[config.mk]
export PLATFORM = sky130hd
export DESIGN_NAME = pwr_sleep_ctrl
export DESIGN_NICKNAME = d
export VERILOG_FILES = /design/src/rtl/pwr_sleep_pkg.sv /design/src/rtl/pwr_mode_decode.sv /design/src/rtl/pwr_wake_filter.sv /design/src/rtl/pwr_sleep_seq.sv /design/src/rtl/pwr_sleep_ctrl.sv
export SDC_FILE = /design/constraint.sdc
export NUM_CORES = 1
export LEC_CHECK = 0
export ABC_AREA = 1
export ABC_CLOCK_PERIOD_IN_PS = 2500
export BUFFER_PORTS_ARGS = -buffer_cell sky130_fd_sc_hd__buf_2
export CAP_MARGIN = 15
export CORE_MARGIN = 2
export CORE_UTILIZATION = 40
export CTS_BUF_LIST = sky130_fd_sc_hd__clkbuf_4
export DETAILED_ROUTE_END_ITERATION = 10
export SETUP_SLACK_MARGIN = 0.05
export SLEW_MARGIN = 20
export SYNTH_ARGS = -nofsm -noshare
export SYNTH_HDL_FRONTEND = slang
export SYNTH_HIERARCHICAL = 1
export SYNTH_SLANG_ARGS = --single-unit
export TNS_END_PERCENT = 20
[constraint.sdc]
create_clock -name clk -period 2.5 [get_ports clk]
set_input_delay 0.25 -clock clk [delete_from_list [all_inputs] [get_ports clk]]
set_output_delay 0.25 -clock clk [all_outputs]
set_load 0.01 [all_outputs]
[src/rtl/pwr_sleep_pkg.sv]
package pwr_sleep_pkg;

    localparam int NUM_WAKE = 10;

    // wake source bit positions
    localparam int WK_EXT_LVL  = 0;
    localparam int WK_EXT_EDGE = 1;
    localparam int WK_PIN_CHG  = 2;
    localparam int WK_TWI      = 3;
    localparam int WK_TIMER2   = 4;
    localparam int WK_NVM      = 5;
    localparam int WK_ADC      = 6;
    localparam int WK_WDOG     = 7;
    localparam int WK_UART     = 8;
    localparam int WK_OTHER_IO = 9;

    typedef enum logic [2:0] {
        M_IDLE  = 3'b000,
        M_ADCNR = 3'b001,
        M_PDOWN = 3'b010,
        M_PSAVE = 3'b011,
        M_RSV4  = 3'b100,
        M_RSV5  = 3'b101,
        M_STBY  = 3'b110,
        M_XSTBY = 3'b111
    } slp_mode_e;

    typedef enum logic [2:0] {
        PH_RUN,
        PH_SLEEP,
        PH_STARTUP,
        PH_HALT,
        PH_RESUME
    } phase_e;

    typedef struct packed {
        logic cpu;
        logic flash;
        logic io;
        logic adc;
        logic async_t;
        logic osc_main;
        logic osc_async;
    } clk_plan_t;

    localparam clk_plan_t PLAN_ALL_ON = '{default: 1'b1};

    // reserved codes fold onto Idle
    function automatic slp_mode_e fold_mode(input logic [2:0] code);
        slp_mode_e m;
        case (code)
            3'b001:  m = M_ADCNR;
            3'b010:  m = M_PDOWN;
            3'b011:  m = M_PSAVE;
            3'b110:  m = M_STBY;
            3'b111:  m = M_XSTBY;
            default: m = M_IDLE;
        endcase
        return m;
    endfunction

endpackage

[src/rtl/pwr_mode_decode.sv]
module pwr_mode_decode
    import pwr_sleep_pkg::*;
(
    input  slp_mode_e              mode,
    input  logic                   timer2_async,
    output clk_plan_t              plan,
    output logic [NUM_WAKE-1:0]    mask,
    output logic                   osc_restart
);

    always_comb begin
        plan        = '0;
        mask        = '0;
        osc_restart = 1'b0;
        // sources that survive every mode
        mask[WK_EXT_LVL] = 1'b1;
        mask[WK_PIN_CHG] = 1'b1;
        mask[WK_TWI]     = 1'b1;
        mask[WK_WDOG]    = 1'b1;
        case (mode)
            M_ADCNR: begin
                plan.adc       = 1'b1;
                plan.async_t   = 1'b1;
                plan.osc_main  = 1'b1;
                plan.osc_async = 1'b1;
                mask[WK_NVM]    = 1'b1;
                mask[WK_ADC]    = 1'b1;
                mask[WK_TIMER2] = timer2_async;
            end
            M_PDOWN: begin
                osc_restart    = 1'b1;
                mask[WK_UART]  = 1'b1;
            end
            M_PSAVE: begin
                osc_restart     = 1'b1;
                plan.async_t    = timer2_async;
                plan.osc_async  = timer2_async;
                mask[WK_UART]   = 1'b1;
                mask[WK_TIMER2] = timer2_async;
            end
            M_STBY: begin
                plan.osc_main  = 1'b1;
                mask[WK_UART]  = 1'b1;
            end
            M_XSTBY: begin
                plan.osc_main   = 1'b1;
                plan.async_t    = timer2_async;
                plan.osc_async  = timer2_async;
                mask[WK_UART]   = 1'b1;
                mask[WK_TIMER2] = timer2_async;
            end
            default: begin
                plan.io        = 1'b1;
                plan.adc       = 1'b1;
                plan.async_t   = 1'b1;
                plan.osc_main  = 1'b1;
                plan.osc_async = 1'b1;
                mask           = '1;
            end
        endcase
    end

endmodule

[src/rtl/pwr_wake_filter.sv]
module pwr_wake_filter
    import pwr_sleep_pkg::*;
(
    input  logic [NUM_WAKE-1:0] src,
    input  logic [NUM_WAKE-1:0] mask,
    output logic                wake_hit
);

    logic [NUM_WAKE-1:0] qualified;

    for (genvar i = 0; i < NUM_WAKE; i++) begin : g_qual
        assign qualified[i] = src[i] & mask[i];
    end

    assign wake_hit = |qualified;

endmodule

[src/rtl/pwr_sleep_seq.sv]
module pwr_sleep_seq
    import pwr_sleep_pkg::*;
#(
    parameter int STARTUP_W   = 16,
    parameter int HALT_CYCLES = 4
) (
    input  logic                 clk,
    input  logic                 rst_n,
    input  logic                 sleep_req,
    input  logic                 sleep_en,
    input  slp_mode_e            mode_in,
    input  logic                 wake_hit,
    input  logic                 wake_reset,
    input  logic                 osc_restart,
    input  logic [STARTUP_W-1:0] startup_cycles,
    output phase_e               phase,
    output slp_mode_e            mode_lat,
    output logic                 rst_seen
);

    localparam int HALT_W = $clog2(HALT_CYCLES + 1);
    localparam int CNT_W  = (STARTUP_W > HALT_W) ? STARTUP_W : HALT_W;

    typedef struct packed {
        phase_e           phase;
        logic [CNT_W-1:0] cnt;
        slp_mode_e        mode;
        logic             rst;
    } seq_t;

    seq_t q, d;

    always_comb begin
        d = q;
        case (q.phase)
            PH_RUN: begin
                if (sleep_req && sleep_en) begin
                    d.phase = PH_SLEEP;
                    d.mode  = mode_in;
                    d.rst   = 1'b0;
                end
            end
            PH_SLEEP: begin
                if (wake_hit || wake_reset) begin
                    d.rst = wake_reset;
                    if (osc_restart && (startup_cycles != '0)) begin
                        d.phase = PH_STARTUP;
                        d.cnt   = CNT_W'(startup_cycles - 1'b1);
                    end else begin
                        d.phase = PH_HALT;
                        d.cnt   = CNT_W'(HALT_CYCLES - 1);
                    end
                end
            end
            PH_STARTUP: begin
                d.rst = q.rst | wake_reset;
                if (q.cnt == '0) begin
                    d.phase = PH_HALT;
                    d.cnt   = CNT_W'(HALT_CYCLES - 1);
                end else begin
                    d.cnt = q.cnt - 1'b1;
                end
            end
            PH_HALT: begin
                d.rst = q.rst | wake_reset;
                if (q.cnt == '0) begin
                    d.phase = PH_RESUME;
                end else begin
                    d.cnt = q.cnt - 1'b1;
                end
            end
            default: begin
                d.phase = PH_RUN;
                d.rst   = 1'b0;
            end
        endcase
    end

    always_ff @(posedge clk or negedge rst_n) begin
        if (!rst_n) begin
            q.phase <= PH_RUN;
            q.cnt   <= '0;
            q.mode  <= M_IDLE;
            q.rst   <= 1'b0;
        end else begin
            q <= d;
        end
    end

    assign phase    = q.phase;
    assign mode_lat = q.mode;
    assign rst_seen = q.rst;

    // sleep with enable clear is a no-op
    a_r2_disabled_sleep_ignored: assert property (@(posedge clk) disable iff (!rst_n)
        (q.phase == PH_RUN && sleep_req && !sleep_en) |=> (q.phase == PH_RUN));

    // nothing qualifying keeps the core asleep
    a_r6_no_wake_stays_asleep: assert property (@(posedge clk) disable iff (!rst_n)
        (q.phase == PH_SLEEP && !wake_hit && !wake_reset) |=> (q.phase == PH_SLEEP));

    // a reset request during sleep or wake is remembered
    a_r11_reset_remembered: assert property (@(posedge clk) disable iff (!rst_n)
        ((q.phase == PH_SLEEP || q.phase == PH_STARTUP || q.phase == PH_HALT) && wake_reset)
        |=> q.rst);

    // the last halt cycle leads to resume
    a_r9_halt_exit: assert property (@(posedge clk) disable iff (!rst_n)
        (q.phase == PH_HALT && q.cnt == '0) |=> (q.phase == PH_RESUME));

    // resume lasts one cycle
    a_r10_resume_single: assert property (@(posedge clk) disable iff (!rst_n)
        (q.phase == PH_RESUME) |=> (q.phase == PH_RUN));

endmodule

[src/rtl/pwr_sleep_ctrl.sv]
module pwr_sleep_ctrl
    import pwr_sleep_pkg::*;
#(
    parameter int STARTUP_W   = 16,
    parameter int HALT_CYCLES = 4
) (
    input  logic                 clk,
    input  logic                 rst_n,
    input  logic                 cfg_wr,
    input  logic                 cfg_sleep_en,
    input  logic [2:0]           cfg_mode,
    input  logic                 sleep_req,
    input  logic [9:0]           wake_src,
    input  logic                 timer2_async,
    input  logic                 wake_reset,
    input  logic [STARTUP_W-1:0] startup_cycles,
    output logic                 cpu_clk_en,
    output logic                 flash_clk_en,
    output logic                 io_clk_en,
    output logic                 adc_clk_en,
    output logic                 async_clk_en,
    output logic                 main_osc_en,
    output logic                 async_osc_en,
    output logic                 asleep,
    output logic                 core_stall,
    output logic                 resume_valid,
    output logic                 resume_reset
);

    typedef struct packed {
        logic       sleep_en;
        logic [2:0] mode;
    } cfg_t;

    cfg_t cfg_q, cfg_d;

    always_comb begin
        cfg_d = cfg_q;
        if (cfg_wr) begin
            cfg_d.sleep_en = cfg_sleep_en;
            cfg_d.mode     = cfg_mode;
        end
    end

    always_ff @(posedge clk or negedge rst_n) begin
        if (!rst_n) begin
            cfg_q <= '0;
        end else begin
            cfg_q <= cfg_d;
        end
    end

    phase_e              phase;
    slp_mode_e           mode_lat;
    logic                rst_seen;
    clk_plan_t           plan;
    logic [NUM_WAKE-1:0] mask;
    logic                osc_restart;
    logic                wake_hit;
    clk_plan_t           out_plan;

    pwr_mode_decode u_decode (
        .mode        (mode_lat),
        .timer2_async(timer2_async),
        .plan        (plan),
        .mask        (mask),
        .osc_restart (osc_restart)
    );

    pwr_wake_filter u_filter (
        .src     (wake_src),
        .mask    (mask),
        .wake_hit(wake_hit)
    );

    pwr_sleep_seq #(
        .STARTUP_W  (STARTUP_W),
        .HALT_CYCLES(HALT_CYCLES)
    ) u_seq (
        .clk           (clk),
        .rst_n         (rst_n),
        .sleep_req     (sleep_req),
        .sleep_en      (cfg_q.sleep_en),
        .mode_in       (fold_mode(cfg_q.mode)),
        .wake_hit      (wake_hit),
        .wake_reset    (wake_reset),
        .osc_restart   (osc_restart),
        .startup_cycles(startup_cycles),
        .phase         (phase),
        .mode_lat      (mode_lat),
        .rst_seen      (rst_seen)
    );

    always_comb begin
        out_plan = PLAN_ALL_ON;
        case (phase)
            PH_SLEEP: out_plan = plan;
            PH_STARTUP: begin
                out_plan          = plan;
                out_plan.osc_main = 1'b1;
            end
            default: out_plan = PLAN_ALL_ON;
        endcase
    end

    assign cpu_clk_en   = out_plan.cpu;
    assign flash_clk_en = out_plan.flash;
    assign io_clk_en    = out_plan.io;
    assign adc_clk_en   = out_plan.adc;
    assign async_clk_en = out_plan.async_t;
    assign main_osc_en  = out_plan.osc_main;
    assign async_osc_en = out_plan.osc_async;

    assign asleep       = (phase == PH_SLEEP);
    assign core_stall   = (phase == PH_SLEEP) || (phase == PH_STARTUP) || (phase == PH_HALT);
    assign resume_valid = (phase == PH_RESUME);
    assign resume_reset = (phase == PH_RESUME) && rst_seen;

    // core and flash clocks are off for the whole sleep
    a_r3_core_clock_off: assert property (@(posedge clk) disable iff (!rst_n)
        asleep |-> (!cpu_clk_en && !flash_clk_en));

    // the main oscillator runs while the core waits to restart
    a_r9_osc_during_wake: assert property (@(posedge clk) disable iff (!rst_n)
        (core_stall && !asleep) |-> main_osc_en);

    // resume releases the core
    a_r10_resume_unstalled: assert property (@(posedge clk) disable iff (!rst_n)
        resume_valid |-> !core_stall);

endmodule

* Word-level counts from Yosys, hierarchy flattened
Index checks and enable logic that the tools add are counted.
Storage, ports and cells: bits in registers 27, input bits 36, output and inout port bits 11, word-level logic and storage cells 82
Operators by class: add/sub/neg operators 2, equality and inequality tests 19, muxes and demuxes 23, bitwise gates (word level) 10, reduce and logical (&&, ||, !) cells 22
Operators with widths (number):
- $pmux 16 s3 | 1
- $mux 16 | 2
- $sub 16x1->16 const B | 2
- $mux 19 | 1
- $eq 3x2->1 const B | 6
- $mux 17 | 1
- $logic_not 16->1 | 1
- $reduce_bool 16->1 | 1
- $eq 3x3->1 const B | 5
- $pmux 3 s5 | 1
- $pmux 7 s2 | 1
- $pmux 3 s4 | 1
- $reduce_or 10->1 | 1
- $eq 3x1->1 const B | 3
- $mux 3 | 3
- $ne 2x1->1 const B | 4
- $reduce_or 2->1 | 4
- $and 1x1->1 | 7
- $mux 1 | 7
- $reduce_or 5->1 | 1
- $mux 2 | 2
- $pmux 1 s2 | 2
- $reduce_and 2->1 | 2
- $reduce_and 4->1 | 1
- 11 further kinds | 16

* Logic depth before layout (Yosys ltp)
depth in word-level cells 8, mapped depth 17, depth with buffers taken out 15

* Cells and area by module
The synthesis kept the hierarchy.
By module, submodules not included:
- pwr_sleep_seq | times used 1, cells each 319, area each 2014.4 µm², seq. area each 575.6 µm²
- pwr_sleep_ctrl | times used 1, cells each 44, area each 292.8 µm², seq. area each 100.1 µm²
- pwr_mode_decode | times used 1, cells each 24, area each 132.6 µm², seq. area each 0.0 µm²
- pwr_wake_filter | times used 1, cells each 19, area each 72.6 µm², seq. area each 0.0 µm²

* Worst setup path before layout
No wires, ideal clock.
path kind register -> register, start reg, netlist name u_seq/mode_lat[2], end reg u_seq/q[10] in the netlist's numbering, setup time 0.116 ns, arrival time 1.681 ns, data required time 2.384 ns, setup slack 0.703 ns, cell stages (with the launch flop) 18, path buffers 3, period minus slack after synthesis 1.797 ns, cells stage by stage dfrtp_1 buf_4 inv_1 nand2_1 nand2_1 inv_1 buf_4 nand2_1 nand2_1 nor2_1 nand3_1 nor2_1 nand3_1 nand3_4 inv_6 buf_6 nand2_1 nand2_1
Between the ends: word-level cells in the longest chain between the ends 8, elaborated cells between the ends (all ways) 30, classes of those cells 6 x eq/ne; 9 x mux; 6 x bitwise; 9 x reduce/logical
Ends and longest elaborated chain:
- $eq 3x1->1, or another cell as far along | line pwr_mode_decode.sv:20 | case (mode)
- $reduce_or 5->1 (no source line) *
- $mux 2 * | line pwr_mode_decode.sv:20
- via mask[1] | line pwr_sleep_ctrl.sv:57 | logic [NUM_WAKE-1:0] mask;
- $and 1x1->1 * | line pwr_wake_filter.sv:12 | assign qualified[i] = src[i] & mask[i];
- $reduce_or 10->1 * | line pwr_wake_filter.sv:15 | assign wake_hit = |qualified;
- via wake_hit | line pwr_sleep_ctrl.sv:59 | logic wake_hit;
- $logic_or 1x1->1 * | line pwr_sleep_seq.sv:44 | if (wake_hit || wake_reset) begin
- $ne 2x1->1 (no source line) *
- $reduce_and 3->1 (no source line) *
- end, declared | line pwr_sleep_seq.sv:31 | seq_t q, d;
Mark *: on every way through the listed nets, which the timed path passes. The rest lies on a longest branch. The select of a mux whose other input is x is not followed. A chain may end at the register's enable or synchronous reset.

* Worst setup path in the final report
start reg, netlist name u_seq/mode_lat[2], end reg u_seq/q[4] in the netlist's numbering
Between the ends: word-level cells in the longest chain between the ends 8, elaborated cells between the ends (all ways) 30, classes of those cells 6 x eq/ne; 9 x mux; 6 x bitwise; 9 x reduce/logical
Ends and longest elaborated chain (line):
- $eq 3x1->1, or another cell as far along | pwr_mode_decode.sv:20
- $reduce_or 5->1 (no source line) *
- $mux 2 * | pwr_mode_decode.sv:20
- via mask[1] | pwr_sleep_ctrl.sv:57
- $and 1x1->1 * | pwr_wake_filter.sv:12
- $reduce_or 10->1 * | pwr_wake_filter.sv:15
- via wake_hit | pwr_sleep_ctrl.sv:59
- $logic_or 1x1->1 * | pwr_sleep_seq.sv:44
- $ne 2x1->1 (no source line) *
- $reduce_and 3->1 (no source line) *
Marked as above.

==> results.tsv <==
stage	metric	value	unit
status	outcome	finished, final reports clean	
global_route	antenna_found_initial	0	
floorplan	die_w	83.3	um
critical_path	required	2.74	ns
global_route	grt-ovfl-total	0	
worst_hold_path	hold_path.class	input pin to register	
detailed_routing	drc	0	
power_and_ir_drop	p_leak	1.58	nW
detailed_routing	routed_wirelength	5620	um
floorplan	num_rows	28	
finish	fin_area	2730	um^2
detailed_routing	wl_per_cell	10.9	um
critical_path	path_cells	inv_1 -> nand2_1 -> nand2_1 -> inv_1 -> nand2_1 -> nand2_1 -> nor2_1 -> nand3_1 -> nor2_1 -> nand3_1 -> nand3_4 -> inv_6 -> nor2_1 -> a21oi_1	
global_route	grt_pass1_wl	10000	um
global_route	grt.total_usage	0.171	
critical_path	worst_path_max_delay_cell	dfrtp_1	
clocking	cts_root_buf	clkbuf_4	
clocking	clkTransAtPathRegs	0.16	ns
critical_path	worstSetupStartpointType	register	
synth	synth_area	2510	um^2
synth	synth_seq_cells	27	
timing	maxSlewHeadroom	0.585	
timing	skew	0.00221	ns
power_and_ir_drop	power_density	868	nW/um^2
critical_path	endpoint_kind	register	
place	port_buffers	46	
clocking	worstSkewPairLatency	0.34	ns
timing	fmaxAchievable	530	MHz
detailed_routing	first_pass_iters	4	
global_route	grt_max_degree	28	
timing	fin_tns_setup	0	ns
global_route	grt_pass1_vias	2256	
timing	period_needed	1.89	ns
place	gp_congestion	0.846	
place	hpwlAfterDp	4400	um
floorplan	die-area	6930	um^2
detailed_routing	detail-route-antenna-nets	0	
critical_path	cp_max_fo	18	
clocking	htreeDepth	1	
detailed_routing	drt_iter0_drc	86	
floorplan	io-pin-count	47	
synth	yosysSeqAreaShare	0.269	
place	dp_slack	0.625	ns
finish	fin_nets	481	
timing	fin_ws	0.612	ns
clocking	cts_resized	0	
clocking	clock_path_buffers	2	
place	place_area	2690	um^2
critical_path	cp.arrival	2.13	ns
detailed_routing	viasPerCell	4.73	
timing	setup-violations-final	0	
floorplan	core	5990	um^2
synth	synth_warnings	6	
finish	area_growth	8.81	%
floorplan	start_util	0.419	
timing	worstMarginPinSlew	0.623	ns
critical_path	cpPeakStageDelay	0.43	ns
synth	avgSynthCellArea	6.19	um^2
floorplan	dieHeight	83.3	um
critical_path	timing_worst_setup_path_type	register to register	
synth	yosysUniqueCellTypes	29	
timing	hold_viol_final	0	
timing	rsz0062_at_grt	false	
clocking	postCtsSetupRepairBufs	0	
power_and_ir_drop	max-vdd-ir-drop	378	uV
timing	timing.final.max_slew_violations	0	
clocking	numCtsBuffers	3	
clocking	cts_tree	built	
critical_path	critPathMostFrequentCell	nand2_1	
finish	diodes	0	
finish	layout-drive-gt1-share	0.175	
synth	syn_inst	406	
clocking	clkSinkCount	27	
detailed_routing	num_vias	2441	
flow_run	max_cap_viol_count	0	
timing	min_period_over_period	0.755	
per-layer routing:
metal | track usage | vias to the layer above | wire length (um)
li1 | - | 1298 | -
met1 | 0.238 | 1078 | 2830
met2 | 0.290 | 61 | 2480
met3 | 0.00895 | 4 | 255
met4 | 0.0402 | 0 | 50
met5 | 0 | - | 0
critical path, delay by kind of cell (launching register included):
| family | cells | cell delay (ns) |
|---|---|---|
| simple gates | 10 | 1.04 |
| buf+inv | 3 | 0.28 |
| compound gates | 1 | 0.05 |
| flops | 1 | 0.43 |
what timing repair did:
item,4_1_cts,5_1_grt
hold buffers,1,0
endpoints found under the hold margin,27,0
endpoints found under the setup margin,0,0
registers in the layout, summed over array words and instances (netlist names):
name            flops
cfg_q               4
u_seq/mode_lat      3
u_seq/q            16
u_seq/rst_seen      1
u_seq/phase         3
power by group:
part / internal [mW] / total (mW) / switching [mW]
clock: 0.0614 / 0.205 / 0.143
sequential: 0.600 / 0.765 / 0.165
combinational: 0.512 / 1.40 / 0.892
area by class of cell:
| cell class | count | area (um^2) |
|---|---|---|
| clock buffers | 3 | 22.5 |
| clock inverters | 1 | 7.51 |
| fillers | 634 | 3260 |
| inverters | 51 | 196 |
| multi-input cells | 311 | 1490 |
| flip-flops and latches | 27 | 676 |
| well taps | 75 | 93.8 |
| repair buffers | 48 | 248 |
Yosys cell counts, drive strengths merged:
cell type	count	share of area
nand2	167	0.26
a21oi	6	0.012
mux2	3	0.013
dfrtp	27	0.27
conb	2	0.0030
o21ai	12	0.024
nor2	57	0.093
nand3	24	0.063
nor3	3	0.010
nand3b	5	0.015
a21o	1	0.0030
clkbuf	1	0.0015
nand4	8	0.020
ha	3	0.015
o22ai	3	0.0075
xor2	12	0.042
inv	51	0.078
buf	20	0.064
xnor2	1	0.0035
metrics by stage:
stage / std cells / utilization / total power, mW / hold slack (ns)
global placement: 511 / 0.450 / 2.17 / 0.317
detailed placement: 511 / 0.450 / 2.18 / 0.310
floorplan: 410 / - / 1.96 / -0.0456
global route: 516 / 0.456 / 2.66 / 0.104
CTS: 516 / 0.456 / 2.39 / 0.0880
finish: 516 / 0.456 / 2.37 / 0.101
cell families (layout without fill, tap and decap cells):
family,Yosys count,after routing,share of synthesized area
buffers and inverters,72,103,0.144
other,2,6,0.00299
AO/OA/AOI/OAI,22,22,0.0463
XOR/XNOR,13,13,0.0453
flip-flops,27,27,0.269
adder cells (fa/ha/maj),3,3,0.0149
multiplexers,3,3,0.0134
AND/OR/NAND/NOR,264,264,0.464
cells in the final DEF, fill, tap and decap left out, types with 2 or more instances in the layout:
cell type    n
nand4_1      8
mux2_2       3
nand3b_1     5
nand3_1     18
o22ai_1      3
clkbuf_4     3
nand2_1    161
conb_1       6
dfrtp_1     27
buf_2       46
o21ai_0     12
nor2_1      51
nand2_2      2
xor2_1      12
inv_1       48
a21oi_1      6
nor3_2       2
nor2_2       5
nand2_4      4
ha_1         3
inv_2        2
nand3_2      5
worst paths after layout:
kind	startpoint	endpoint	slack, ns	cells after the start
worst max register to register	u_seq/mode_lat[2]	u_seq/q[4]	0.61	14
worst min register to register	u_seq/rst_seen	u_seq/rst_seen	0.52	2
worst min-delay path	cfg_sleep_en	cfg_q[3]	0.10	3
min in group asynchronous	rst_n	cfg_q[1]	0.43	2
worst max-delay path	u_seq/mode_lat[2]	u_seq/q[4]	0.61	14
max in group asynchronous	rst_n	u_seq/q[14]	1.66	2
(Power assumes the default switching activity.)
